**config.mk**
```make
export PLATFORM = sky130hd
export DESIGN_NAME = periodTimer
export DESIGN_NICKNAME = d
export VERILOG_FILES = /design/src/rtl/timer_pkg.sv /design/src/rtl/timer_datapath.sv /design/src/rtl/timer_ctrl.sv /design/src/rtl/periodTimer.sv
export SDC_FILE = /design/constraint.sdc
export NUM_CORES = 1
export LEC_CHECK = 0
export BUFFER_PORTS_ARGS = -buffer_cell sky130_fd_sc_hd__buf_2
export CORE_MARGIN = 4
export CORE_UTILIZATION = 25
export DETAILED_ROUTE_END_ITERATION = 12
export SETUP_SLACK_MARGIN = 0.2
export SYNTH_ARGS = -nofsm -noshare
export SYNTH_HDL_FRONTEND = slang
export SYNTH_SLANG_ARGS = --single-unit
```
**constraint.sdc**
```tcl
create_clock -name clk -period 2.4 [get_ports clk]
set_input_delay 0.36 -clock clk [delete_from_list [all_inputs] [get_ports clk]]
set_output_delay 0.36 -clock clk [all_outputs]
set_load 0.02 [all_outputs]
```
**src/rtl/timer_pkg.sv**
```systemverilog
package timer_pkg;
  localparam int DATA_W    = 8;
  localparam int ADDR_W    = 2;
  localparam int PRESC_W   = 4;
  localparam int POST_W    = 4;
  localparam logic [ADDR_W-1:0] ADDR_CNT = 2'd0;
  localparam logic [ADDR_W-1:0] ADDR_PER = 2'd1;
  localparam logic [ADDR_W-1:0] ADDR_CTL = 2'd2;

  typedef struct packed {
    logic [POST_W-1:0] postSel;   // bits 6:3
    logic              run;       // bit 2
    logic [1:0]        prescSel;  // bits 1:0
  } ctlReg_t;

  typedef struct packed {
    logic cntWrite;
    logic perWrite;
    logic ctlWrite;
    logic advance;
  } dpStrobe_t;

  function automatic logic [PRESC_W-1:0] prescLimitOf(input logic [1:0] sel);
    case (sel)
      2'b00:   return PRESC_W'(0);
      2'b01:   return PRESC_W'(3);
      default: return PRESC_W'(15);
    endcase
  endfunction
endpackage

```
**src/rtl/timer_datapath.sv**
```systemverilog
module timer_datapath
  import timer_pkg::*;
#(
  parameter int CNT_W = DATA_W
) (
  input  logic             clk,
  input  logic             rstN,
  input  dpStrobe_t        strobe,
  input  logic [CNT_W-1:0] wrData,
  output logic [CNT_W-1:0] cnt,
  output logic [CNT_W-1:0] per,
  output logic             isEqual
);
  localparam logic [CNT_W-1:0] PER_RESET = {CNT_W{1'b1}};

  assign isEqual = (cnt == per);

  always_ff @(posedge clk) begin
    if (!rstN) begin
      cnt <= '0;
    end else if (strobe.cntWrite) begin
      cnt <= wrData;
    end else if (strobe.advance) begin
      cnt <= isEqual ? '0 : cnt + 1'b1;
    end
  end

  always_ff @(posedge clk) begin
    if (!rstN)                per <= PER_RESET;
    else if (strobe.perWrite) per <= wrData;
  end

  // a step taken at the period value lands on zero
  assert_reload_R4: assert property (@(posedge clk) disable iff (!rstN)
    (strobe.advance && isEqual && !strobe.cntWrite) |=> (cnt == '0));

  // without a step or a write the count holds
  assert_hold_R7: assert property (@(posedge clk) disable iff (!rstN)
    (!strobe.advance && !strobe.cntWrite) |=> $stable(cnt));

  // a control write keeps the count
  assert_ctl_keeps_cnt_R8: assert property (@(posedge clk) disable iff (!rstN)
    strobe.ctlWrite |=> (cnt == $past(cnt)));
endmodule

```
**src/rtl/timer_ctrl.sv**
```systemverilog
module timer_ctrl
  import timer_pkg::*;
(
  input  logic              clk,
  input  logic              rstN,
  input  logic              tickEn,
  input  logic [ADDR_W-1:0] busAddr,
  input  logic              busWrEn,
  input  logic [6:0]        busWrData,
  input  logic              intClr,
  input  logic              isEqual,
  output dpStrobe_t         strobe,
  output ctlReg_t           ctl,
  output logic              matchPulse,
  output logic              intFlag
);
  logic [PRESC_W-1:0] prescCnt;
  logic [PRESC_W-1:0] prescLimit;
  logic [POST_W-1:0]  postCnt;
  logic               clearScalers;
  logic               prescTerminal;
  logic               matchEvent;
  logic               flagSet;

  always_comb begin
    strobe.cntWrite = busWrEn && (busAddr == ADDR_CNT);
    strobe.perWrite = busWrEn && (busAddr == ADDR_PER);
    strobe.ctlWrite = busWrEn && (busAddr == ADDR_CTL);
    clearScalers    = strobe.cntWrite || strobe.ctlWrite;
    prescLimit      = prescLimitOf(ctl.prescSel);
    prescTerminal   = (prescCnt == prescLimit);
    strobe.advance  = ctl.run && tickEn && prescTerminal && !clearScalers;
    matchEvent      = strobe.advance && isEqual;
    flagSet         = matchEvent && (postCnt == ctl.postSel);
  end

  always_ff @(posedge clk) begin
    if (!rstN)                ctl <= '0;
    else if (strobe.ctlWrite) ctl <= ctlReg_t'(busWrData);
  end

  always_ff @(posedge clk) begin
    if (!rstN || clearScalers)        prescCnt <= '0;
    else if (ctl.run && tickEn)       prescCnt <= prescTerminal ? '0 : prescCnt + 1'b1;
  end

  always_ff @(posedge clk) begin
    if (!rstN || clearScalers) postCnt <= '0;
    else if (matchEvent)       postCnt <= flagSet ? '0 : postCnt + 1'b1;
  end

  always_ff @(posedge clk) begin
    if (!rstN) begin
      matchPulse <= 1'b0;
      intFlag    <= 1'b0;
    end else begin
      matchPulse <= matchEvent;
      if (flagSet)     intFlag <= 1'b1;
      else if (intClr) intFlag <= 1'b0;
    end
  end

  // prescaler never passes its selected limit
  assert_presc_bound_R3: assert property (@(posedge clk) disable iff (!rstN)
    prescCnt <= prescLimit);

  // postscaler never passes the postscale field
  assert_post_bound_R5: assert property (@(posedge clk) disable iff (!rstN)
    postCnt <= ctl.postSel);

  // flag stays set without a clear
  assert_flag_sticky_R6: assert property (@(posedge clk) disable iff (!rstN)
    (intFlag && !intClr) |=> intFlag);

  // a stopped timer yields no match
  assert_no_match_stopped_R7: assert property (@(posedge clk) disable iff (!rstN)
    (!ctl.run || !tickEn) |=> !matchPulse);
endmodule

```
**src/rtl/periodTimer.sv**
```systemverilog
module periodTimer
  import timer_pkg::*;
(
  input  logic              clk,
  input  logic              rstN,
  input  logic              tickEn,
  input  logic [ADDR_W-1:0] busAddr,
  input  logic              busWrEn,
  input  logic [DATA_W-1:0] busWrData,
  output logic [DATA_W-1:0] busRdData,
  input  logic              intClr,
  output logic              intFlag,
  output logic              matchPulse
);
  dpStrobe_t         strobe;
  ctlReg_t           ctl;
  logic [DATA_W-1:0] cnt;
  logic [DATA_W-1:0] per;
  logic              isEqual;

  timer_ctrl i_ctrl (
    .clk        (clk),
    .rstN       (rstN),
    .tickEn     (tickEn),
    .busAddr    (busAddr),
    .busWrEn    (busWrEn),
    .busWrData  (busWrData[6:0]),
    .intClr     (intClr),
    .isEqual    (isEqual),
    .strobe     (strobe),
    .ctl        (ctl),
    .matchPulse (matchPulse),
    .intFlag    (intFlag)
  );

  timer_datapath #(.CNT_W(DATA_W)) i_datapath (
    .clk     (clk),
    .rstN    (rstN),
    .strobe  (strobe),
    .wrData  (busWrData),
    .cnt     (cnt),
    .per     (per),
    .isEqual (isEqual)
  );

  always_comb begin
    case (busAddr)
      ADDR_CNT: busRdData = cnt;
      ADDR_PER: busRdData = per;
      ADDR_CTL: busRdData = {1'b0, ctl};
      default:  busRdData = '0;
    endcase
  end
endmodule

```
After elaboration in Yosys (flattened, before gate mapping)
Cells that the tools add are included.
{ "classes": {"eq_ne": 6, "reduce_logical": 16, "n_mux": 9, "add_sub_neg": 3} }
{ "op_table": {"columns": ["operator", "count"], "rows": [
  ["two-way mux 8 bit", 3],
  ["one-hot mux 8 bit (3 select lines)", 1],
  ["adder 4 x 1 -> 4 bit (second input constant)", 2],
  ["adder 8 x 1 -> 8 bit (second input constant)", 1],
  ["equality test 4 bit", 2],
  ["equality test 8 bit", 1],
  ["logical AND 1 bit", 8],
  ["two-way mux 4 bit", 2],
  ["one-hot mux 4 bit (2 select lines)", 1],
  ["equality test 2 x 1 -> 1 bit (second input constant)", 2],
  ["zero test 2 bit", 2],
  ["nonzero test 2 bit", 2],
  ["equality test 2 bit (second input constant)", 1],
  ["zero test 1 bit", 2],
  ["logical OR 1 bit", 2],
  ["two-way mux 1 bit", 2]
]} }
{ "totals": {"output_inout_bits": 10, "ff_bits": 33, "inputBits": 15, "wordCells": 43} }

Depth between registers and ports, before layout
{ "logic_depth": {"depth_word": 8, "ltp_mapped": 7, "ltp_nobuf": 6} }

Hierarchy
Synthesis repeated with hierarchy kept, for this count alone.
{ "unflattened": {"cells_unflattened": 216, "hier_area_um2": 1889.3} }
{ "by_module_without_submodules": {"columns": ["mod", "seq_area_each_um2", "cells_per_inst", "n_inst", "area_each_um2"], "rows": [
  ["timer_datapath", 320.3, 99, 1, 882.1],
  ["timer_ctrl", 340.3, 97, 1, 795.8],
  ["periodTimer", 0.0, 20, 1, 211.5]
]} }

Worst setup path before layout
No wires, ideal clock.
{ "synth_timing": {"kind": "input port to output port", "start": "input port busAddr[1]", "end": "output port busRdData[1]", "n_path_buf": 2, "cell_stages": 4, "t_arrival_ns": 1.638, "path_slack_ns": 0.402, "path_cell_list": "clkbuf_1 -> clkbuf_1 -> mux2i_1 -> o21ai_0"} }
{ "synth_via": {"elab_chain_len": 2, "word_cells_on_any_way": 4, "classes_between": "eq/ne: 2; mux: 1; reduce/logical: 1"} }
{ "synth_lines": {"columns": ["element", "line_no", "rtl"], "rows": [
  ["start: declaration", "periodTimer.sv:7", "input logic [ADDR_W-1:0] busAddr,"],
  ["equality test 2 bit, or another cell as far along", "periodTimer.sv:47", "case (busAddr)"],
  ["one-hot mux 8 bit (3 select lines) (*)", "periodTimer.sv:47", null],
  ["end: declaration", "periodTimer.sv:10", "output logic [DATA_W-1:0] busRdData,"]
]} }
Every way passes the cells marked *; elsewhere a longest branch is shown, timed or not.

Worst setup path after layout
{ "layout_timing": {"start": "register i_datapath.cnt[5]", "end": "register i_ctrl.postCnt[0]"} }
{ "layout_via": {"elab_chain_len": 4} }
{ "layout_lines": {"columns": ["element", "line_no", "rtl"], "rows": [
  ["start: declaration", "timer_datapath.sv:10", "output logic [CNT_W-1:0] cnt,"],
  ["start signal: assignment", "timer_datapath.sv:22", "cnt <= wrData;"],
  ["start signal: assignment", "timer_datapath.sv:24", "cnt <= isEqual ? '0 : cnt + 1'b1;"],
  ["equality test 8 bit (*)", "timer_datapath.sv:16", "assign isEqual = (cnt == per);"],
  ["logical AND 1 bit (*)", "timer_ctrl.sv:33", "matchEvent = strobe.advance && isEqual;"],
  ["logical AND 1 bit", "timer_ctrl.sv:34", "flagSet = matchEvent && (postCnt == ctl.postSel);"],
  ["two-way mux 4 bit", "timer_ctrl.sv:49", "else if (matchEvent) postCnt <= flagSet ? '0 : postCnt + 1'b1;"],
  ["end signal: assignment", "timer_ctrl.sv:49", null],
  ["end: declaration", "timer_ctrl.sv:19", "logic [POST_W-1:0] postCnt;"]
]} }
Marks and branches as above.
A chain may end at the register's enable or synchronous reset.

==> out/metrics.cfg <==
[grt]
grt_pass1_wl_um = 8397
grt-ovfl-total = 0
grt_max_degree = 20
grtUsageTotal_pct = 12.03
antenna_found_initial = 0
grt_pass1_vias = 1726

[worst_setup_path]
slowest_stage = or4_1
r2r_setup_slack_ns = 0.43
worstPathArrival_ns = 2.19
cpPeakStageDelay_ns = 0.51
path_buf_inv = 0
end_kind = register
crit_chain = xor2_1 -> nor4_2 -> nand2_2 -> or4_1 -> a21oi_1
worstSetupPathType = reg -> reg
crit_family = simple AND/OR/NAND/NOR gates
path_max_fanout = 9
worstSetupStartpointType = register
required_ns = 2.61

[synth]
synth_edf_count = 0
synthTopCellsByArea = dfxtp_1 36%, nand2_1 8.4%, nand3_1 6.0%
synth_fp_nets = 248
synthArstFlopShare_pct = 0
synth_warnings = 0
syn_avg_cell_area_sq_um = 7.937
synth_top_area_share_pct = 36.19
yosys.area.top_type = dfxtp_1
synthCells = 230
synth_seq_cells = 33
synthFlopType = dfxtp_1
ys_seq_area_share_pct = 36.19
ys_types = 40
syn-cell-area_sq_mm = 0.001826

[timing]
max_freq_mhz = 507.1
worstMarginPinSlew_ns = 0.4856
drv_slew = 0
fin_setup_tns_ns = 0
fin_skew_ns = 0.004714
whs_ns = 0.3190
rsz0062_at_grt = no
min_period_ns = 1.972
period_share_pct = 82.17
hold_violations = 0
relSlewSlack_pct = 67.36
setup_viol = 0

[placed_design]
portBuffers = 24
hpwl_um = 3761
place_congestion = 0.9276
placed_cell_area_sq_mm = 0.002066
dp.cells = 345

[die]
rows = 30
chipHeight_um = 93.45
die_w_um = 93.45
start_util_pct = 26.29
io_pins = 25
core_area_sq_mm = 0.006944
die_area_sq_mm = 0.008733

[route]
drtIter0Drc = 125
vias_per_cell = 4.966
firstDrtPassIters = 4
vias = 1748
post_drt_wl_per_cell_um = 14.09
wl_met3_um = 329
ant_nets = 0
dr_wl_met2_um = 2088
highest_layer = met4
routed_wl_um = 4959
drc_errors = 0
wl_met1_um = 2501

[run]
max_cap_viol_count = 0

[clocking]
postCtsSetupRepairBufs = 0
cts_num_sinks = 33
cts_hold_buf = 0
cts-resized-gates = 0
clk_latency_ns = 0.28
clock_path_buffers = 2
cts_tree = yes
cts_root_buf = clkbuf_8
cts_buffers = 5
h-tree-depth = 2
clkTransAtPathRegs_ns = 0.07

[finish]
final_cell_mix = 41 x nand2_1, 33 x dfxtp_1, 24 x buf_2
mostFrequentLayoutCell = nand2_1
n_fill_cell = 757
stdcell_area_sq_mm = 0.002161
final_nets = 274
drive_gt1_share_pct = 17.58
multi_input_area_sq_mm = 0.001121
syn2layout_area_growth_pct = 18.37
num_antenna_cells = 0
fin_cells = 352
regArea_sq_um = 660.6

[pwr]
cellPowerDensity_mw_per_mm2 = 546.7
p_total_uw = 1181
p_leak_uw = 0.0008086
ir_drop_v = 0.0002161

[run_status]
status = finished, final reports clean

[hold_path]
min_path_type = in -> reg

[Yosys cell counts, drive strengths merged, types with 2 or more instances]
cell,instances
a21oi,17
a31oi,7
and3,4
clkbuf,10
dfxtp,33
ha,3
inv,3
mux2i,8
nand2,42
nand2b,2
nand3,22
nand4b,4
nor2,9
nor2b,2
nor3,4
nor4,2
o21ai,24
or3,4
xnor2,5
xor2,10
[flip-flops by register name (all words and copies together) (netlist names)]
register,count
i_ctrl.ctl,7
i_ctrl.matchPulse,1
i_datapath.cnt,8
i_datapath.per,8
i_ctrl.postCnt,4
i_ctrl.intFlag,1
i_ctrl.prescCnt,4
[worst min-delay path, cell delays in order]
cell,delay [ns]
buf_2,0.10
nand2_1,0.05
nand3_1,0.07
[metal layers]
layer	vias to the layer above	GRT usage [%]
li1	879	-
met1	804	17.31
met2	60	17.69
met3	5	2.816
met4	0	3.541
met5	-	0
[power by group]
part           total (uW)  switching [uW]  internal (uW)
sequential            591            23.8            567
combinational         163             102           60.6
clock                 428             200            228
[cell families (layout without fill, tap and decap cells)]
family | Yosys count | after routing | synth area share (%)
adders and majority gates | 3 | 3 | 2.056
xor gates and xnor gates | 15 | 15 | 7.196
muxes | 8 | 8 | 4.387
AOI/OAI and AO/OA | 56 | 56 | 18.71
buffers and inverters | 14 | 40 | 2.879
and+or+nand+nor | 101 | 101 | 28.58
DFF | 33 | 33 | 36.19
[per-stage QoR]
step                      util, %  setup slack, ns
after CTS                   30.99           0.3381
after detailed placement    29.75           0.3715
after floorplan                 -           0.4020
final                       31.12           0.4280
after global placement      29.75           0.3807
after global routing        31.12           0.2476
[final timing paths]
| kind | from | to | depth (start not counted) |
|---|---|---|---|
| min reg2reg | i_ctrl.ctl[0] | i_ctrl.ctl[0] | 2 |
| min | busWrData[7] | i_datapath.per[7] | 3 |
| max reg2reg | i_datapath.cnt[5] | i_ctrl.postCnt[0] | 5 |
| max | i_datapath.cnt[5] | i_ctrl.postCnt[0] | 5 |
[cell type report]
cell class,count,share of cell area (%)
Multi-Input combinational cell,183,51.88
Sequential cell,33,30.57
Timing Repair Buffer,29,7.296
Tap cell,96,5.559
Clock buffer,7,3.995
Inverter,4,0.6948
(Power assumes the default switching activity.)
